--- src/rtl/ring_sel_pkg.sv ---
`timescale 1ns/1ps
package ring_sel_pkg;
   typedef enum logic {
      ST_IDLE = 1'b0,
      ST_RUN  = 1'b1
   } sel_state_e;
endpackage

--- src/rtl/ring_sel_shift.sv ---
`timescale 1ns/1ps
// Ring of enable flops: each bit copies its predecessor, the start bit is fed a 1.
module ring_sel_shift #(
   parameter int ELEM_BITS = 8
) (
   input  logic                  clk,
   input  logic                  rst_n,
   input  logic                  clr,
   input  logic                  step,
   input  logic [ELEM_BITS-1:0]  inj_idx,
   output logic [(1<<ELEM_BITS)-1:0] en
);
   localparam int N = 1 << ELEM_BITS;

   logic [N-1:0] nxt;

   for (genvar i = 0; i < N; i++) begin : g_cell
      localparam int PREV = (i == 0) ? N - 1 : i - 1;
      localparam logic [ELEM_BITS-1:0] POS = ELEM_BITS'(i);
      assign nxt[i] = en[PREV] | (inj_idx == POS);
   end

   always_ff @(posedge clk or negedge rst_n) begin
      if (!rst_n)     en <= '0;
      else if (clr)   en <= '0;
      else if (step)  en <= nxt;
   end

   // a step never removes an element
   a_r5_step_keeps: assert property (@(posedge clk) disable iff (!rst_n)
      (step && !clr) |=> ((~en & $past(en)) == '0));
endmodule

--- src/rtl/ring_sel_ctrl.sv ---
`timescale 1ns/1ps
module ring_sel_ctrl
   import ring_sel_pkg::*;
#(
   parameter int ELEM_BITS = 8,
   parameter int PASS_BITS = 2
) (
   input  logic                 clk,
   input  logic                 rst_n,
   input  logic                 start,
   input  logic                 auto_adv,
   input  logic [PASS_BITS-1:0] pass_sel,
   output logic                 step,
   output logic                 clr,
   output logic [ELEM_BITS-1:0] inj_idx,
   output logic [ELEM_BITS:0]   code,
   output logic [PASS_BITS-1:0] pass_idx,
   output logic                 done
);
   localparam int N  = 1 << ELEM_BITS;
   localparam int QB = ELEM_BITS - PASS_BITS;
   localparam logic [ELEM_BITS:0] FULL = (ELEM_BITS+1)'(N);

   sel_state_e st;
   logic       single;
   logic       full;

   assign full = (st == ST_RUN) && (code == FULL);
   assign step = (st == ST_RUN) && !full;
   assign clr  = full;

   // start position = pass * q; q is a power of two, so a shift
   if (QB == 0) begin : g_stride_one
      assign inj_idx = pass_idx;
   end else begin : g_stride_wide
      assign inj_idx = {pass_idx, {QB{1'b0}}};
   end

   always_ff @(posedge clk or negedge rst_n) begin
      if (!rst_n) begin
         st       <= ST_IDLE;
         code     <= '0;
         pass_idx <= '0;
         single   <= 1'b0;
         done     <= 1'b0;
      end else begin
         done <= 1'b0;
         case (st)
            ST_IDLE: begin
               if (start) begin
                  st       <= ST_RUN;
                  code     <= '0;
                  pass_idx <= auto_adv ? '0 : pass_sel;
                  single   <= !auto_adv;
               end
            end
            default: begin
               if (full) begin
                  code <= '0;
                  if (single || (&pass_idx)) begin
                     st       <= ST_IDLE;
                     pass_idx <= '0;
                     done     <= 1'b1;
                  end else begin
                     pass_idx <= pass_idx + 1'b1;
                  end
               end else begin
                  code <= code + 1'b1;
               end
            end
         endcase
      end
   end

   // done never repeats on consecutive cycles
   a_r10_done_pulse: assert property (@(posedge clk) disable iff (!rst_n)
      done |=> !done);
   // pass number is stable inside a pass
   a_r9_pass_stable: assert property (@(posedge clk) disable iff (!rst_n)
      (st == ST_RUN && !full) |=> (pass_idx == $past(pass_idx)));
endmodule

--- src/rtl/rotating_ring_sel.sv ---
`timescale 1ns/1ps
module rotating_ring_sel #(
   parameter int ELEM_BITS = 8,
   parameter int PASS_BITS = 2
) (
   input  logic                          clk,
   input  logic                          rst_n,
   input  logic                          start,
   input  logic                          auto_adv,
   input  logic [PASS_BITS-1:0]          pass_sel,
   output logic [(1<<ELEM_BITS)-1:0]     elem_en,
   output logic [ELEM_BITS:0]            code,
   output logic [PASS_BITS-1:0]          pass_idx,
   output logic                          done
);
   localparam int N = 1 << ELEM_BITS;
   localparam int QB = ELEM_BITS - PASS_BITS;
   localparam logic [ELEM_BITS:0] FULL = (ELEM_BITS+1)'(N);

   if (ELEM_BITS < 1 || ELEM_BITS > 12) begin : g_bad_elem
      $error("ELEM_BITS must lie in 1..12");
   end
   if (PASS_BITS < 1 || PASS_BITS > ELEM_BITS) begin : g_bad_pass
      $error("PASS_BITS must lie in 1..ELEM_BITS");
   end

   logic                 step;
   logic                 clr;
   logic [ELEM_BITS-1:0] inj_idx;

   ring_sel_ctrl #(.ELEM_BITS(ELEM_BITS), .PASS_BITS(PASS_BITS)) u_ctrl (
      .clk      (clk),
      .rst_n    (rst_n),
      .start    (start),
      .auto_adv (auto_adv),
      .pass_sel (pass_sel),
      .step     (step),
      .clr      (clr),
      .inj_idx  (inj_idx),
      .code     (code),
      .pass_idx (pass_idx),
      .done     (done)
   );

   ring_sel_shift #(.ELEM_BITS(ELEM_BITS)) u_ring (
      .clk     (clk),
      .rst_n   (rst_n),
      .clr     (clr),
      .step    (step),
      .inj_idx (inj_idx),
      .en      (elem_en)
   );

   logic [N-1:0] first_elem;
   assign first_elem = {{(N-1){1'b0}}, 1'b1} << (int'(pass_idx) << QB);

   a_r3_code_is_popcount: assert property (@(posedge clk) disable iff (!rst_n)
      ($countones(elem_en) == int'(code)));
   a_r3_one_new_elem: assert property (@(posedge clk) disable iff (!rst_n)
      (code != '0) |-> ($countones(elem_en & ~$past(elem_en)) == 1));
   a_r5_monotonic: assert property (@(posedge clk) disable iff (!rst_n)
      (code != '0) |-> ((~elem_en & $past(elem_en)) == '0));
   a_r4_first_at_start: assert property (@(posedge clk) disable iff (!rst_n)
      (code == 1) |-> (elem_en == first_elem));
   a_r6_clear_after_full: assert property (@(posedge clk) disable iff (!rst_n)
      (code == FULL) |=> (code == '0 && elem_en == '0));
   a_r6_pass_advance: assert property (@(posedge clk) disable iff (!rst_n)
      (code == FULL) |=> (done || pass_idx == PASS_BITS'($past(pass_idx) + 1'b1)));
   a_r10_done_quiet: assert property (@(posedge clk) disable iff (!rst_n)
      done |-> (elem_en == '0 && code == '0 && pass_idx == '0));
endmodule

--- config.mk ---
export PLATFORM = sky130hd
export DESIGN_NAME = rotating_ring_sel
export DESIGN_NICKNAME = d
export VERILOG_FILES = /design/src/rtl/ring_sel_pkg.sv /design/src/rtl/ring_sel_shift.sv /design/src/rtl/ring_sel_ctrl.sv /design/src/rtl/rotating_ring_sel.sv
export SDC_FILE = /design/constraint.sdc
export NUM_CORES = 1
export LEC_CHECK = 0
export BUFFER_PORTS_ARGS = -buffer_cell sky130_fd_sc_hd__buf_2
export CELL_PAD_IN_SITES_DETAIL_PLACEMENT = 0
export CELL_PAD_IN_SITES_GLOBAL_PLACEMENT = 2
export CORE_MARGIN = 3
export CORE_UTILIZATION = 34
export DETAILED_ROUTE_END_ITERATION = 8
export PLACE_DENSITY_LB_ADDON = 0.12
export SYNTH_ARGS = -nofsm -noshare
export SYNTH_HDL_FRONTEND = slang
export SYNTH_HIERARCHICAL = 1
export SYNTH_SLANG_ARGS = --single-unit
--- constraint.sdc ---
create_clock -name clk -period 3.15 [get_ports clk]
set_input_delay 0.945 -clock clk [delete_from_list [all_inputs] [get_ports clk]]
set_output_delay 0.945 -clock clk [all_outputs]
set_load 0.05 [all_outputs]
==> impl_metrics.toml <==
[status]
status = "complete, but fails checks"
violations = "slew limit"

[placement]
pre_cts_ws_ns = 0.894
dp_hpwl_microns = 27500
port_buffers = 273
gp_congestion = 0.751
dp_cells = 1900

[worst_setup_path]
crit_cells = 2
path_cells = "buf_4, buf_2"
arrival_ns = 1.49
reg2reg_depth = 8
endpoint_kind = "output port"
slowest_delay_ns = 0.36
crit_fanout = 19
reg2reg_slack_ns = 0.84
start_kind = "flop"
required_ns = 2.20
cpMaxStageDelayCell = "buf_2"
path_delay_family = "buffers and inverters"
cp_num_buf_inv = 2
path_class = "reg -> out"

[sta]
fin_crit_sh_pct = 77.2
fin_setup_tns_ns = 0
max_freq_ghz = 0.411
hold_violations = 0
rsz0062_at_grt = "no"
relSlewSlack_pct = -69.3
setup_viol = 0
fin_skew_ns = 0.00984
slew_viol_final = 34
post-route-min-period_ns = 2.43
setup_slack_ns = 0.717
tightest_slew_ns = 2.51

[drt]
postRouteWirelength_microns = 45600
first_pass_iters = 4
wl_per_cell_microns = 23.3
drc = 0
met1_length_microns = 20600
vias = 10800
ant_nets = 0
highest_layer = "met4"
initialDrtViolationCount = 758
vias_per_cell = 5.51
dr_wl_met2_microns = 21300
dr_wl_met3_microns = 3040

[yosys]
postSynthCellCount = 1286
async_flop_share_pct = 100
synth-simple-area-share_pct = 12.7
synth_edf_count = 0
synthFlopType = "dfrtp_1"
synth_top_family_by_area = "compound AO/OA/AOI/OAI gates"
synth-seq-cells = 270
syn_avg_cell_area_sq_um = 9.83
syn-cell-area_sq_um = 12600
synth_compound_area_share_pct = 26.5
ys_warn_count = 6
synth_fa_ha_area_share_pct = 0.297
netlist-cell-type-count = 42
synthXorXnorAreaFrac_pct = 0.0693
synthMuxAreaShare_pct = 0.287
synth.yosys.seq_area_share_pct = 53.5

[floorplan]
die_h_microns = 199
fp.dieW_microns = 199
die_area_sq_um = 39500
start_util_pct = 35.0
rows = 69
io_pins = 274
core_area_sq_um = 36100

[cts]
ctsLongestPathBuffers = 3
cts_tree = "done"
cts_resized = 0
clock-root-buffer = "clkbuf_16"
htreeDepth = 2
cts_made_buffers = 34
postCtsHoldBufs = 0
cts_sinks = 270
path_clk_slew_ns = 0.06
clk_latency_ns = 0.51
postCtsSetupRepairBufs = 0

[finish]
instances_no_fill = 1961
drive_above_1_share_pct = 25.9
antenna_cells = 0
nets = 1484
multi_input_comb_area_sq_um = 5060
area.sequential_sq_um = 6760
synthToLayoutAreaGrowth_pct = 21.8
n_fill_cell = 3594

[global_route]
antenna_found_initial = 0
groute.usage.overall_pct = 22.4
grt_max_degree = 102
grt_pass1_vias = 10300
grt_pass1_wl_microns = 68200
grt_overflow_total = 0

[power_and_ir_drop]
pwr_density_cell_nw_per_um2 = 1180
leakage_nw = 5.57
ir_worst_vdd_mv = 0.525

[min_path]
hold_path.class = "in -> async"

[run]
drv_cap = 0
layout by cell type, fill, tap and decap left out, drive strengths merged, types with 6 or more instances in the layout:
| master | instances |
|---|---|
| dfrtp | 270 |
| nor2 | 261 |
| a211oi | 256 |
| clkbuf | 56 |
| a21oi | 260 |
| buf | 306 |
| and4bb | 8 |
| and4b | 8 |
| a31oi | 7 |
| conb | 6 |
| nor4b | 8 |
flip-flops by register name, indices dropped and copies added (netlist names):
register,count
u_ctrl/code,9
u_ctrl/done,1
u_ctrl/pass_idx,2
u_ctrl/single,1
u_ctrl/st,1
u_ring/en,256
layout make-up:
type	count	share of cell area (%)
sequential	270	43.9
inverter	4	0.0976
tap	461	3.75
clock inverter	5	0.488
clock buffer	56	7.26
multi-input combinational	859	32.9
timing repair buffer	306	11.6
report_power, final:
group / internal, mW / switching, mW
Clock: 2.58 / 1.54
Combinational: 1.91 / 6.12
Sequential: 4.71 / 1.24
Total: 9.20 / 8.90
cell families (layout without fill, tap and decap cells):
group           Yosys count  after routing
fa+ha+maj                 3              3
compound gates          533            533
other cells               1              6
buf+inv                 162            371
flops                   270            270
xor+xnor                  1              1
mux                       3              3
simple gates            313            313
synth_stat cells (2+ instances only):
| cell type | number | area share (%) |
|---|---|---|
| a211oi_1 | 255 | 15 |
| a21oi_1 | 260 | 10 |
| a31oi_1 | 7 | 0.35 |
| and3_1 | 2 | 0.099 |
| and4_1 | 2 | 0.14 |
| and4b_1 | 8 | 0.63 |
| and4bb_2 | 8 | 0.79 |
| buf_2 | 3 | 0.12 |
| buf_4 | 39 | 2.3 |
| buf_6 | 8 | 0.71 |
| clkbuf_1 | 86 | 2.6 |
| clkbuf_2 | 21 | 0.83 |
| dfrtp_1 | 270 | 53 |
| ha_1 | 3 | 0.30 |
| inv_1 | 4 | 0.12 |
| nand2_1 | 4 | 0.12 |
| nand2b_1 | 3 | 0.15 |
| nand3_1 | 3 | 0.12 |
| nor2_1 | 261 | 7.8 |
| nor4_4 | 3 | 0.50 |
| nor4b_4 | 8 | 1.5 |
| nor4bb_1 | 4 | 0.32 |
| o21ai_0 | 5 | 0.20 |
final timing paths:
kind / from / endpoint
max: u_ctrl/pass_idx[0] / pass_idx[0]
min: rst_n / u_ctrl/code[3]
max reg2reg: u_ctrl/code[0] / u_ring/en[87]
min reg2reg: u_ctrl/single / u_ctrl/single
max in group asynchronous: rst_n / u_ring/en[93]
min in group clk: u_ctrl/single / u_ctrl/single
metal layers:
layer / up-vias / track usage, %
met5: - / 0
met4: 0 / 4.40
met3: 49 / 4.78
met2: 327 / 35.3
met1: 5344 / 32.3
li1: 5076 / -
through the flow:
| step | hold WS (ns) | instance area [sq um] | power [mW] | utilization, % |
|---|---|---|---|---|
| final | 0.402 | 15400 | 18.1 | 42.6 |
| after global routing | 0.431 | 15400 | 19.0 | 42.6 |
| after CTS | 0.422 | 15400 | 18.2 | 42.6 |
| after detailed placement | 0.483 | 14200 | 14.0 | 39.3 |
| after global placement | 0.473 | 14200 | 14.0 | 39.3 |
| after floorplan | 0.450 | 12700 | 11.8 | - |
Power figures use the tool's default switching activity.
